[src/rtl/align_pkg.sv]
package align_pkg;
  typedef enum logic [1:0] {
    SZ_BYTE = 2'd0,
    SZ_HALF = 2'd1,
    SZ_WORD = 2'd2,
    SZ_DWRD = 2'd3
  } size_e;

  typedef enum logic [1:0] {
    CL_SINGLE = 2'd0,
    CL_MULTI  = 2'd1,
    CL_PAIR   = 2'd2,
    CL_RSVD   = 2'd3
  } class_e;
endpackage

[src/rtl/align_need.sv]
// Computes which low address bits must be zero and tests them.
module align_need #(
  parameter int OFF_W     = 3,
  parameter int STRICT_LG = 2
) (
  input  logic [1:0]       size_i,
  input  logic [1:0]       cls_i,
  input  logic [OFF_W-1:0] off_i,
  output logic             mis_o,
  output logic             strict_o
);
  import align_pkg::*;
  localparam int LG_W = $clog2(OFF_W + 1);

  logic [LG_W-1:0]  need_lg;
  logic [OFF_W-1:0] mask;

  assign strict_o = (cls_i != CL_SINGLE);
  assign need_lg  = strict_o ? LG_W'(STRICT_LG) : LG_W'(size_i);

  for (genvar i = 0; i < OFF_W; i++) begin : g_mask
    assign mask[i] = (LG_W'(i) < need_lg);
  end

  assign mis_o = |(off_i & mask);
endmodule

[src/rtl/align_policy.sv]
// Decides forward, forward-misaligned, or fault.
module align_policy (
  input  logic valid_i,
  input  logic mis_i,
  input  logic strict_i,
  input  logic en_i,
  input  logic dev_i,
  output logic accept_o,
  output logic mis_o,
  output logic fault_req_o
);
  logic allow_unal;
  logic refuse;

  assign allow_unal  = !strict_i && en_i && !dev_i;
  assign refuse      = mis_i && !allow_unal;
  assign accept_o    = valid_i && !refuse;
  assign mis_o       = valid_i && mis_i && !refuse;
  assign fault_req_o = valid_i && refuse;
endmodule

[src/rtl/align_fault_reg.sv]
module align_fault_reg #(
  parameter int ADDR_W = 32
) (
  input  logic              clk_i,
  input  logic              rst_ni,
  input  logic              fault_req_i,
  input  logic [ADDR_W-1:0] addr_i,
  output logic              fault_o,
  output logic [ADDR_W-1:0] fault_addr_o
);
  always_ff @(posedge clk_i or negedge rst_ni) begin
    if (!rst_ni) begin
      fault_o      <= 1'b0;
      fault_addr_o <= '0;
    end else begin
      fault_o <= fault_req_i;
      if (fault_req_i) fault_addr_o <= addr_i;
    end
  end

  p_fault_follows_r7: assert property (@(posedge clk_i) disable iff (!rst_ni)
    fault_req_i |=> fault_o && (fault_addr_o == $past(addr_i)));
  p_fault_single_r7: assert property (@(posedge clk_i) disable iff (!rst_ni)
    !fault_req_i |=> !fault_o);
endmodule

[src/rtl/align_guard.sv]
module align_guard #(
  parameter int ADDR_W    = 32,
  parameter int OFF_W     = 3,
  parameter int STRICT_LG = 2
) (
  input  logic              clk_i,
  input  logic              rst_ni,
  input  logic              req_valid_i,
  input  logic [1:0]        req_size_i,
  input  logic [1:0]        req_class_i,
  input  logic [ADDR_W-1:0] req_addr_i,
  input  logic              req_device_i,
  input  logic              unaligned_en_i,
  output logic              req_accept_o,
  output logic              req_misaligned_o,
  output logic              fault_o,
  output logic [ADDR_W-1:0] fault_addr_o
);
  logic mis, strict, fault_req;

  align_need #(.OFF_W(OFF_W), .STRICT_LG(STRICT_LG)) u_need (
    .size_i   (req_size_i),
    .cls_i    (req_class_i),
    .off_i    (req_addr_i[OFF_W-1:0]),
    .mis_o    (mis),
    .strict_o (strict)
  );

  align_policy u_policy (
    .valid_i     (req_valid_i),
    .mis_i       (mis),
    .strict_i    (strict),
    .en_i        (unaligned_en_i),
    .dev_i       (req_device_i),
    .accept_o    (req_accept_o),
    .mis_o       (req_misaligned_o),
    .fault_req_o (fault_req)
  );

  align_fault_reg #(.ADDR_W(ADDR_W)) u_fault (
    .clk_i        (clk_i),
    .rst_ni       (rst_ni),
    .fault_req_i  (fault_req),
    .addr_i       (req_addr_i),
    .fault_o      (fault_o),
    .fault_addr_o (fault_addr_o)
  );

  p_byte_ok_r1: assert property (@(posedge clk_i) disable iff (!rst_ni)
    req_valid_i && req_size_i == 2'd0 && req_class_i == 2'd0
      |-> req_accept_o && !req_misaligned_o);
  p_strict_word_r3: assert property (@(posedge clk_i) disable iff (!rst_ni)
    req_accept_o && req_class_i != 2'd0 |-> req_addr_i[1:0] == 2'b00 && !req_misaligned_o);
  p_need_enable_r4: assert property (@(posedge clk_i) disable iff (!rst_ni)
    req_accept_o && !unaligned_en_i |-> !req_misaligned_o);
  p_device_aligned_r5: assert property (@(posedge clk_i) disable iff (!rst_ni)
    req_accept_o && req_device_i |-> !req_misaligned_o);
  p_mis_only_single_r6: assert property (@(posedge clk_i) disable iff (!rst_ni)
    req_misaligned_o |-> req_accept_o && req_class_i == 2'd0);
  p_refused_faults_r7: assert property (@(posedge clk_i) disable iff (!rst_ni)
    req_valid_i && !req_accept_o |=> fault_o && fault_addr_o == $past(req_addr_i));
  p_idle_quiet_r8: assert property (@(posedge clk_i) disable iff (!rst_ni)
    !req_valid_i |-> !req_accept_o && !req_misaligned_o ##1 !fault_o);
endmodule

[config.mk]
export PLATFORM = sky130hd
export DESIGN_NAME = align_guard
export DESIGN_NICKNAME = d
export VERILOG_FILES = /design/src/rtl/align_pkg.sv /design/src/rtl/align_need.sv /design/src/rtl/align_policy.sv /design/src/rtl/align_fault_reg.sv /design/src/rtl/align_guard.sv
export SDC_FILE = /design/constraint.sdc
export NUM_CORES = 1
export LEC_CHECK = 0
export BUFFER_PORTS_ARGS = -buffer_cell sky130_fd_sc_hd__buf_2
export CELL_PAD_IN_SITES_DETAIL_PLACEMENT = 0
export CELL_PAD_IN_SITES_GLOBAL_PLACEMENT = 1
export CORE_MARGIN = 2
export CORE_UTILIZATION = 37
export DETAILED_ROUTE_END_ITERATION = 10
export MAX_ROUTING_LAYER = met4
export PLACE_DENSITY = 0.84
export SETUP_SLACK_MARGIN = 0.15
export SLEW_MARGIN = 20
export SYNTH_ARGS = -nofsm -noshare
export SYNTH_HDL_FRONTEND = slang
export SYNTH_SLANG_ARGS = --single-unit
[constraint.sdc]
create_clock -name clk_i -period 1.6 [get_ports clk_i]
set_clock_uncertainty 0.1 [all_clocks]
set_input_delay 0.24 -clock clk_i [delete_from_list [all_inputs] [get_ports clk_i]]
set_output_delay 0.24 -clock clk_i [all_outputs]
set_load 0.02 [all_outputs]
==> results of run 1 <==
[power groups by stage]
stage | clock [W] | combinational (W) | sequential, W
4_1_cts | 0.000591 | 0.000712 | 0.00104
5_1_grt | 0.000640 | 0.000776 | 0.00106
6_report | 0.000575 | 0.000732 | 0.00104
3_5_place_dp | 0 | 0.000683 | 0.00105
3_3_place_gp | 0 | 0.000670 | 0.00104
2_1_floorplan | 0 | 0.000275 | 0.00122
[Yosys cell counts (all sizes together)]
master  count  area [um2]
inv         1        3.75
dfrtp      33         826
o21ai       1        8.76
mux2       32         469
a21oi       2        21.3
a211oi      1        7.51
and4bb      1        12.5
o32ai       1        16.3
nand2       2        10.0
buf         3        60.1
or4b        1        13.8
[logic make-up (layout without fill, tap and decap cells)]
family                 Yosys count  after routing
flip-flops                      33             33
multiplexers                    32             32
AO/OA/AOI/OAI                    5              5
AND/OR/NAND/NOR                  4              4
buffers and inverters            4             97
[per-stage QoR]
stage               TNS, ps  utilization (%)
floorplan              -599                -
global placement      -4200             51.0
detailed placement    -4820             51.0
CTS                   -79.6             55.3
global route           -105             57.1
finish                -53.5             57.1
[sequential cells by signal (all words and copies together) (netlist names)]
register	count
u_fault.fault_addr_o	32
u_fault.fault_o	1
[repair_timing]
item | 4_1_cts | 5_1_grt
pin swaps | 2 | 3
resized for setup | 8 | 7
gates cloned | 1 | 2
buffers inserted | 1 | 1
endpoints found under the setup margin | 27 | 34
hold endpoints to repair | 33 | 0
hold buffers | 1 | 0
[metal layers]
layer	part of all wire [%]	global-route usage, %
met1	42	18.5
met2	52	27.5
met3	5.1	3.55
met4	1.2	6.12
met5	0	-
[worst max path at each step]
| stage | start | end | slack, ps | cells after the start |
|---|---|---|---|---|
| after floorplan | req_device_i | u_fault.fault_addr_o[0] | -20 | 5 |
| after detailed placement | req_class_i[1] | u_fault.fault_addr_o[23] | -150 | 6 |
| after global placement | req_device_i | u_fault.fault_addr_o[29] | -130 | 6 |
| after global routing | req_class_i[1] | req_misaligned_o | -60 | 5 |
| after CTS | req_class_i[1] | req_misaligned_o | -50 | 5 |
| final | req_class_i[1] | req_misaligned_o | -40 | 5 |
[area by class of cell]
cell class                      count  area share [%]
Tap cell                           48            2.83
Timing Repair Buffer               88            26.1
Inverter                            1           0.177
Clock buffer                        8            3.78
Sequential cell                    33            38.9
Multi-Input combinational cell     41            28.2
==> results, run 1 <==
- The flow ran to the end, but the final reports show violations.
- The final reports fail on negative setup slack.
- For this design the ratio of total power to cell area is 1110 mW/mm2.
- The maximum resistive drop on vdd is 0.000375 V.
- The cell sitting at the root of the clock tree is a clkbuf_8.
- The internal portion of total power is 0.00165 W.
- At the worst endpoint, the required time is 1260 ps.
- The top-level port count is 76.
- The library cell used most frequently in the layout, excluding fill and tap cells, is buf_2.
- In the layout the commonest cells are buf_2, dfrtp_1, mux2_4.
- Prior to clock tree synthesis, the placed netlist has a worst setup slack of -153 ps.
- The worst register-to-register path ends at u_fault.fault_addr_o[30].
- In the final layout, the share of cells above drive strength 1 is 77.2%.
- The maximum operating frequency is 608 MHz.
- The min-delay analysis places its worst path in the category primary input to flip-flop.
- Traced cell by cell, the critical path runs through buf_6, or4b_4, buf_6, a211oi_2, buf_4.
- The post-route total power is 0.00235 W.
- After routing the design area is 0.00212 mm2.
- The routed layout has 1012 vias.
- STA puts the critical path data arrival time at 1300 ps.
- The routed via count divided by cell count is 4.62.
- Along the worst path, the maximum fanout reaches 3.
- On the worst path, the slowest cell contributes a delay of 540 ps.
- The final antenna diode count is 0.
- The part of the cycle the worst path needs is 103%.
- Summed over all cells, the static leakage comes to 1.09 nW.
- The number of buffers inserted by port buffering is 75.
- After detailed routing, the average wire length per cell comes to 15.0 um.
- By area, the combinational part of the netlist is dominated by multiplexers.
- STA classifies the critical path endpoint as an output pin.
- The number of maximum-capacitance constraint violations is 0.
- The number of placed instances, taps included, is 205.
- The flip-flop and latch count after synthesis is 33.
- The number of distinct library cells after synthesis is 14.
- The total die area is 0.00443 mm2.
- In the final design database the tool counted 211 nets.
- The post-synthesis instance area is 0.00145 mm2.
- After layout, the worst setup slack is -44.3 ps.
- The number of synthesis warnings is 0.
- The clock network burns 24.5% of the power.
- The routability congestion estimate from global placement is 0.802.
- The first global-routing pass estimated 5050 um of wire.
- The proportion of power drawn by flip-flops and latches is 44.3%.
- The maximum number of pins on one net before global-route repair is 34.
- STA classifies the critical path startpoint as a primary input.
- The final routed wirelength across all metal layers is 3280 um.
- The initial antenna violation count came to 0.
- The multi-input combinational cell area is 598 um2.
- The number of global-route vias before repair is 1035.
- At the pin with the least slew margin, the transition time is 717 ps.
- Synthesis produced 78 cells.
- The clock passes through at most 2 buffers.
- The simple logic cell fraction of the synthesized area is 2.50%.
- The clock network latency to the later pin of the worst-skew pair is 270 ps.
- The count of buffering cells on the critical path with inverters included is 3.
- After clock tree synthesis, the clock-pin slew on the worst setup and hold paths is 60 ps.
- Summing the sequential cell areas from Yosys gives 57.0% of the chip area.
- The CTS tree is built.
- The area of the core is 0.00372 mm2.
- The synthesized netlist devotes 3.71% of its cell area to compound gates.
- The chip width is 66.6 um.
- After Yosys synthesis, full adders, half adders and majority gates account for 0% of the synthesized area.
- The most prevalent standard cell on the critical path is buf_6.
- After detailed routing, the number of remaining DRC violations is 0.
- Measured along the y axis, the die boundary spans 66.6 um.
- The first-pass iteration count of the detailed router is 4.
- Among all stages on the critical path, the largest delay is contributed by or4b_4.
- The multiplexer area fraction after synthesis is 32.4%.
- The worst-case register-to-register setup slack is 720 ps.
- The number of rows created at floorplan is 22.
- The count of final max-slew check failures is 0.
- The starting utilization of the core area is 39.0%.
- The net count after synthesis is 119.
- The cell area after placement is 0.00189 mm2.
- By startpoint and endpoint, the worst setup path is classified as primary input to output pin.
- Of the total synthesized cell area, the portion taken by XOR and XNOR cells is 0%.
- The synthesized area divided by synthesized cell count is 18.6 um2.
- The final number of hold-violating endpoints is 0.
- The fraction of power spent switching nets is 29.6%.
- The filler cells instantiated in the layout total 321.
- The count of non-filler cells in the finished layout is 219.
- The hold path endpoint is u_fault.fault_addr_o[14].
- Setup repair after global routing could not meet its margin everywhere.
- The remaining max-slew budget at the tightest pin is 52.2%.
- Compared with the post-synthesis result, the final layout area differs by 46.4%.
- The startpoint identified for the worst hold timing path is req_addr_i[14].
- The detailed router finished its first iteration with 37 violations.
- The worst register-to-register path begins at u_fault.fault_addr_o[30].
- The path depth of the worst reg2reg path is 1.
- Across every metal layer, demand over resource in global routing totals 16.1%.
- Combinational logic is responsible for 31.2% of the overall power.
- The clock buffer count from CTS is 5.
- Along the worst hold path, the cell count comes to 2.
- The count of clock tree sinks is 33.
- The global route total overflow is 0.
- The final critical path time including I/O delays and setup is 1640 ps.
- Broken down by cell family, the worst path's largest delay share belongs to simple AND/OR/NAND/NOR gates.
- The sequential cells in the finished layout cover a total of 826 um2.
- The net switching component of the power is 0.000695 W.
- The maximum level of the CTS H-tree is 2.
- The count of antenna-violating nets left after detailed routing is 0.
- Final hold analysis gives a worst-case slack of 90.2 ps.
- The count of final setup violators is 2.
Power figures use the tool's default switching activity.
==> run 2, diff against run 1 <==
Settings changed: BUFFER_PORTS_ARGS -buffer_cell sky130_fd_sc_hd__buf_2 to -buffer_cell sky130_fd_sc_hd__buf_4, CTS_CLUSTER_SIZE from default to 10.
==> results, run 2 (synthesis gave the netlist of run 1 again) <==
- The library cell used as clock root buffer is clkbuf_8.
- In this design, the critical path's most frequently occurring cell is buf_6.
- The path class of the lowest-slack min-delay path is primary input to flip-flop.
- The largest register by flop count is u_fault.fault_addr_o.
- The largest fanout on the critical path is 3.
- The number of DRC markers after the initial detailed-route iteration is 32.
- Once detailed placement completed, the half-perimeter wirelength came to 2380 um.
- Power spread over the standard cell area amounts to 1160 mW/mm2.
- The maximum number of pins on one net before global-route repair is 34.
- At the end of the flow the core is filled with cells to 61.7%.
- The area of the core is 0.00372 mm2.
- The leakage power of the design is 1.15 nW.
- The routability congestion estimate from global placement is 0.728.
- The critical path's largest stage delay is 550 ps.
- After layout, the worst setup slack is -68.1 ps.
- The flow ran to the end, but the final reports show violations.
- Leaving out filler cells and counting taps, the final layout contains 216.
- Setup repair after global routing could not meet its margin everywhere.
- CTS built an H-tree with a depth of 2.
- The count of final max-slew check failures is 0.
- The number of clock buffers added by TritonCTS is 5.
- Measured along the x axis, the die boundary spans 66.6 um.
- The first-pass GRT wire length is 5040 um.
- The final critical path time including I/O delays and setup is 1670 ps.
- Relative to the synthesized area, the layout overhead comes to 58.3%.
- The clock network latency to the later pin of the worst-skew pair is 280 ps.
- Headroom to the max-slew limit came out at 73.8%.
- The multi-input combinational cells in the finished layout cover a total of 594 um2.
- Leaving out fill and tap cells, the most frequent cells in the layout are buf_4, dfrtp_1, mux2_4.
- The global route total overflow is 0.
- The routed via count divided by cell count is 4.59.
- The area used by sequential logic in the layout is 826 um2.
- TritonCTS built the clock tree.
- The checks that failed: negative setup slack.
- Once placement completed, the tool counted placed cells totaling 205.
- The mean routed wirelength per cell is 15.4 um.
- The count of vias placed by the detailed router is 991.
- At the placement stage, the worst setup path has a slack of -170 ps.
- The worst-case clock buffer depth is 2.
- The count of clock tree sinks is 33.
- The largest registers in the layout are u_fault.fault_addr_o x32, u_fault.fault_o x1.
- The data arrival time of the critical path is 1330 ps.
- The part of the cycle the worst path needs is 104%.
- The final routed wirelength across all metal layers is 3320 um.
- STA puts the critical path data required time at 1260 ps.
- The starting utilization of the core area is 39.0%.
- The count of antenna-violating nets left after detailed routing is 0.
- The number of buffers inserted to repair setup after CTS is 0.
- The cell with the biggest individual delay on the critical path is or4b_4.
- The count of final setup violators is 2.
- The proportion of layout cells with a drive suffix above 1 is 77.4%.
- The flip-flop count of the largest register, all copies and words added is 32.
- The number of maximum-capacitance constraint violations is 0.
- The signal on the critical path passes through buf_6, or4b_4, buf_6, a211oi_2, buf_4.
- In the final design database the tool counted 208 nets.
- The kind of start point of the critical path is a primary input.
- The die extent in y is 66.6 um.
- The first-pass iteration count of the detailed router is 2.
- The total routing resource utilization after global routing is 16.2%.
- The final-layout fill cell count is 293.
- The slew at the pin with the worst max-slew slack is 393 ps.
- Row generation in the floorplan step produced 22 rows.
- The top-level port count is 76.
- In this run the tool buffered the top-level ports with 75 buffer cells.
- In the routed design, unresolved DRC markers number 0.
- The final number of hold-violating endpoints was 0.
- The setup TNS after final layout is -129 ps.
- The worst setup path is of the primary input to output pin kind.
- The critical path's top delay family is simple AND/OR/NAND/NOR gates.
- The CTS clock-pin slew for the worst setup and hold paths is 60 ps.
- The maximum operating frequency is 599 MHz.
- The number of global-route vias before repair came to 1065.
- 0 antenna diodes ended up in the layout.
- STA classifies the critical path endpoint as an output pin.
- The initial antenna violation count is 0.
- The die covers 0.00443 mm2.
- IR analysis of the VDD net gives a maximum drop of 0.000387 V.
- The leading cell type in the layout, fill and taps excluded is buf_4.
- The critical path contains buffers and inverters numbering 3 combined.
run 2: report_power, final:
group	switching (W)	total (W)	internal, W
clock network	0.000276	0.000783	0.000507
registers	0.0000792	0.00105	0.000968
logic	0.000355	0.000819	0.000464
total	0.000711	0.00265	0.00194
run 2: layer usage:
layer  vias up  track usage [%]  wire length, um
met3         6             3.38              186
met4         0             7.65               67
met2        39             27.8             1740
met5         -                -                0
li1        455                -                -
met1       491             18.0             1320
run 2: worst paths after layout:
check | start | to | slack (ps) | cells past startpoint
max in group asynchronous | rst_ni | u_fault.fault_addr_o[29] | 770 | 2
max reg2reg | u_fault.fault_addr_o[3] | u_fault.fault_addr_o[3] | 710 | 1
min in group asynchronous | rst_ni | u_fault.fault_addr_o[25] | 340 | 2
max | req_class_i[0] | req_misaligned_o | -70 | 5
min | req_addr_i[17] | u_fault.fault_addr_o[17] | 90 | 2
min reg2reg | u_fault.fault_addr_o[28] | u_fault.fault_addr_o[28] | 410 | 1
run 2: what timing repair did:
item | CTS | global route
endpoints found under the setup margin | 30 | 32
hold buffers | 1 | 0
gates resized for setup | 5 | 7
pin swaps | 2 | 0
gates cloned | 1 | 1
endpoints found under the hold margin | 33 | 0
run 2: metrics by stage:
step                power [W]  area [um2]  hold WS, ps
CTS                   0.00267        2270         83.7
finish                0.00265        2290         90.1
floorplan             0.00149        1450         -156
global route          0.00277        2290         80.4
global placement      0.00183        2080         93.1
detailed placement    0.00185        2080         98.1
run 2: final cells by class:
class / instances / share of cell area, %
Tap cell: 48 / 2.62
Multi-Input combinational cell: 41 / 25.9
Timing Repair Buffer: 85 / 30.2
Clock buffer: 7 / 3.76
Clock inverter: 1 / 1.31
Sequential cell: 33 / 36.0
Inverter: 1 / 0.164
==> run 3, diff against run 2 <==
Settings changed: CORE_ASPECT_RATIO from default to 1.25.
==> results, run 3 (synthesis gave the netlist of run 1 again) <==
- Global routing finished with a remaining overflow of 0.
- The startpoint of the tightest hold check path is req_addr_i[4].
- Entering global routing, the biggest net connects 34 pins.
- The initial antenna violation count is 0.
- Power spread over the standard cell area amounts to 1180 mW/mm2.
- Using the TritonRoute via totals, the vias-per-cell ratio works out to 4.53.
- The count of antenna-violating nets left after detailed routing is 0.
- The worst hold path terminates at u_fault.fault_addr_o[4].
- The mean routed wirelength per cell is 14.9 um.
- The first detailed-routing pass ran for 2 iterations.
- met2 is the most crowded layer.
- In this design, the largest share of critical-path delay is due to simple AND/OR/NAND/NOR gates.
- The starting utilization of the core area is 38.3%.
- Once placement completed, the tool counted placed cells totaling 211.
- The final layout contains 212 nets.
- For this block, the initial DRC count from the detailed router was 19.
- The clock network accounts for 32.8% of the total power.
- The worst-case clock buffer depth is 2.
- The proportion of power drawn by flip-flops and latches is 37.4%.
- The CTS clock-pin slew for the worst setup and hold paths is 70 ps.
- After routing the design area is 0.00237 mm2.
- The worst register-to-register path ends at u_fault.fault_addr_o[13].
- Global routing used 17.4% of the available met1 tracks.
- The largest register by flop count is u_fault.fault_addr_o.
- The final antenna diode count is 0.
- The count of buffers added on input and output ports is 75.
- Clock tree synthesis inserted a total of 5 buffers.
- The remaining max-slew budget at the tightest pin is 72.4%.
- Together, buffers and inverters on the worst path number 3.
- In this run switching power makes up 26.2% of total power.
- The largest registers in the layout are u_fault.fault_addr_o x32, u_fault.fault_o x1.
- The congestion estimate from routability-driven global placement came to 0.650.
- The fraction of met3 tracks used by global routing is 4.17%.
- In this design, the stage delay of the slowest critical-path cell is 530 ps.
- The run finished, with violations left.
- The maximum level of the CTS H-tree is 2.
- The worst path required time is 1260 ps.
- The first-pass GRT wire length is 4800 um.
- The combinational fraction of design power is 29.8%.
- After layout, the worst setup slack is -41.9 ps.
- Leaving out filler cells and counting taps, the final layout contains 226.
- The number of global-route vias before repair is 1048.
- Subtracting the final worst setup slack from the clock period gives 1640 ps.
- At the pin with the least slew margin, the transition time is 414 ps.
- The origin of the critical flop-to-flop path is u_fault.fault_addr_o[13].
- The kind of start point of the critical path is a primary input.
- The number of maximum-capacitance constraint violations is 0.
- The flip-flop count of the largest register, all copies and words added is 32.
- The proportion of layout cells with a drive suffix above 1 is 78.5%.
- Final hold analysis gives a worst-case slack of 90.3 ps.
- The maximum resistive drop on vdd is 0.000562 V.
- The DRC violations left is 0.
- Derived from the worst setup path, the maximum achievable clock frequency is 609 MHz.
- The signal on the critical path passes through buf_6, or4b_4, buf_6, a211oi_2, buf_4.
- The final routed wirelength across all metal layers is 3370 um.
- The CTS tree is built.
- The nature of the critical path endpoint is an output pin.
- Setup slack on the worst reg-to-reg path comes out at 720 ps.
- The die extent in y is 74.0 um.
- The wire-length estimate of the detail-placed layout is 2230 um.
- For the worst setup path, the data arrival time is 1300 ps.
- The internal portion of the total power is 0.00206 W.
- The count of clock tree sinks is 33.
- The path class of the lowest-slack min-delay path is primary input to flip-flop.
- The library cell used as clock root buffer is clkbuf_8.
- The synthesis-to-layout area growth is 63.6%.
- The category of the most critical setup path is primary input to output pin.
- The cell count of the worst hold path is 2.
- The cell area after placement is 0.00210 mm2.
- The worst register-to-register path has a depth of 1.
- The most prevalent standard cell on the critical path is buf_6.
- The count of final max-slew check failures is 0.
- The top-level port count is 76.
- The area of the core is 0.00378 mm2.
- The part of the cycle the worst path needs is 103%.
- Among all stages on the critical path, the largest delay is contributed by or4b_4.
- In the layout the commonest cells are buf_4, dfrtp_1, mux2_4.
- The checks that failed: negative setup slack.
- The total routing resource utilization after global routing is 14.8%.
- The die covers 0.00444 mm2.
- The library cell used most frequently in the layout, excluding fill and tap cells, is buf_4.
- The chip width is 60.0 um.
- Setup repair after global routing could not meet its margin everywhere.
- The number of rows created at floorplan is 25.
- The net switching component of the power is 0.000731 W.
- The largest fanout on the critical path is 3.
- The final number of hold-violating endpoints is 0.
- Global routing used 24.0% of the available met2 tracks.
- Setup violations remaining at the end of the flow were counted as 9.
- The clock network latency to the later pin of the worst-skew pair is 270 ps.
- The analysis attributes to cell leakage a power of 1.19 nW.
- Summing over every cut layer, the via total after detailed routing is 1024.
## run 3: cell count changes in the layout (fill, tap and decap cells not counted)
cell	before	now
mux2_2	0	3
mux2_4	32	29
buf_4	77	79
clkbuf_16	1	3
buf_12	1	2
buf_8	1	0
bufinv_16	1	2
clkbuf_1	1	0
clkbuf_8	6	5
clkinv_2	0	1
o21ai_2	0	1
o21ai_4	1	0
## run 3: through the flow
| stage | worst slack (ps) | setup TNS (ps) | util, % | power [W] |
|---|---|---|---|---|
| finish | -41.9 | -123 | 62.6 | 0.00280 |
| global route | -74.3 | -425 | 62.6 | 0.00291 |
| CTS | -49.2 | -87.9 | 60.1 | 0.00279 |
| detailed placement | -136 | -4240 | 55.5 | 0.00184 |
| global placement | -121 | -3850 | 55.5 | 0.00183 |
| floorplan | -21.4 | -599 | - | 0.00149 |
## run 3: routing by layer
layer | wire length [um] | part of all wire (%)
met4 | 31 | 0.92
met2 | 1760 | 52
met5 | 0 | 0
met3 | 216 | 6.4
met1 | 1360 | 40
## run 3: timing repair
item / 4_1_cts / 5_1_grt
endpoints found under the hold margin: 33 / 0
setup endpoints to repair: 2 / 34
setup buffers: 1 / 1
hold buffers: 1 / 0
resized for setup: 4 / 0
pin swaps: 2 / 0
cloned: 0 / 4
## run 3: power by group through the flow
stage | logic, W | registers, W | clock network, W
after global routing | 0.000880 | 0.00106 | 0.000963
after CTS | 0.000799 | 0.00105 | 0.000941
after global placement | 0.000777 | 0.00105 | 0
after floorplan | 0.000275 | 0.00122 | 0
after detailed placement | 0.000787 | 0.00106 | 0
final | 0.000832 | 0.00105 | 0.000917
## run 3: cell type report
class | instances | area (um2)
fillers | 289 | 1420
flip-flops and latches | 33 | 826
repair buffers | 89 | 763
multi-input cells | 41 | 576
clock buffers | 5 | 68.8
well taps | 54 | 67.6
clock inverters | 3 | 65.1
inverters | 1 | 3.75
## run 3: worst max-delay path by stage
stage	slack, ps	cells past startpoint	endpoint	startpoint
6_report	-40	5	req_misaligned_o	req_class_i[0]
5_1_grt	-70	5	req_accept_o	req_class_i[0]
4_1_cts	-50	5	req_misaligned_o	req_class_i[0]
3_5_place_dp	-140	6	u_fault.fault_addr_o[26]	req_device_i
3_3_place_gp	-120	5	req_misaligned_o	req_device_i
2_1_floorplan	-20	5	u_fault.fault_addr_o[0]	req_device_i
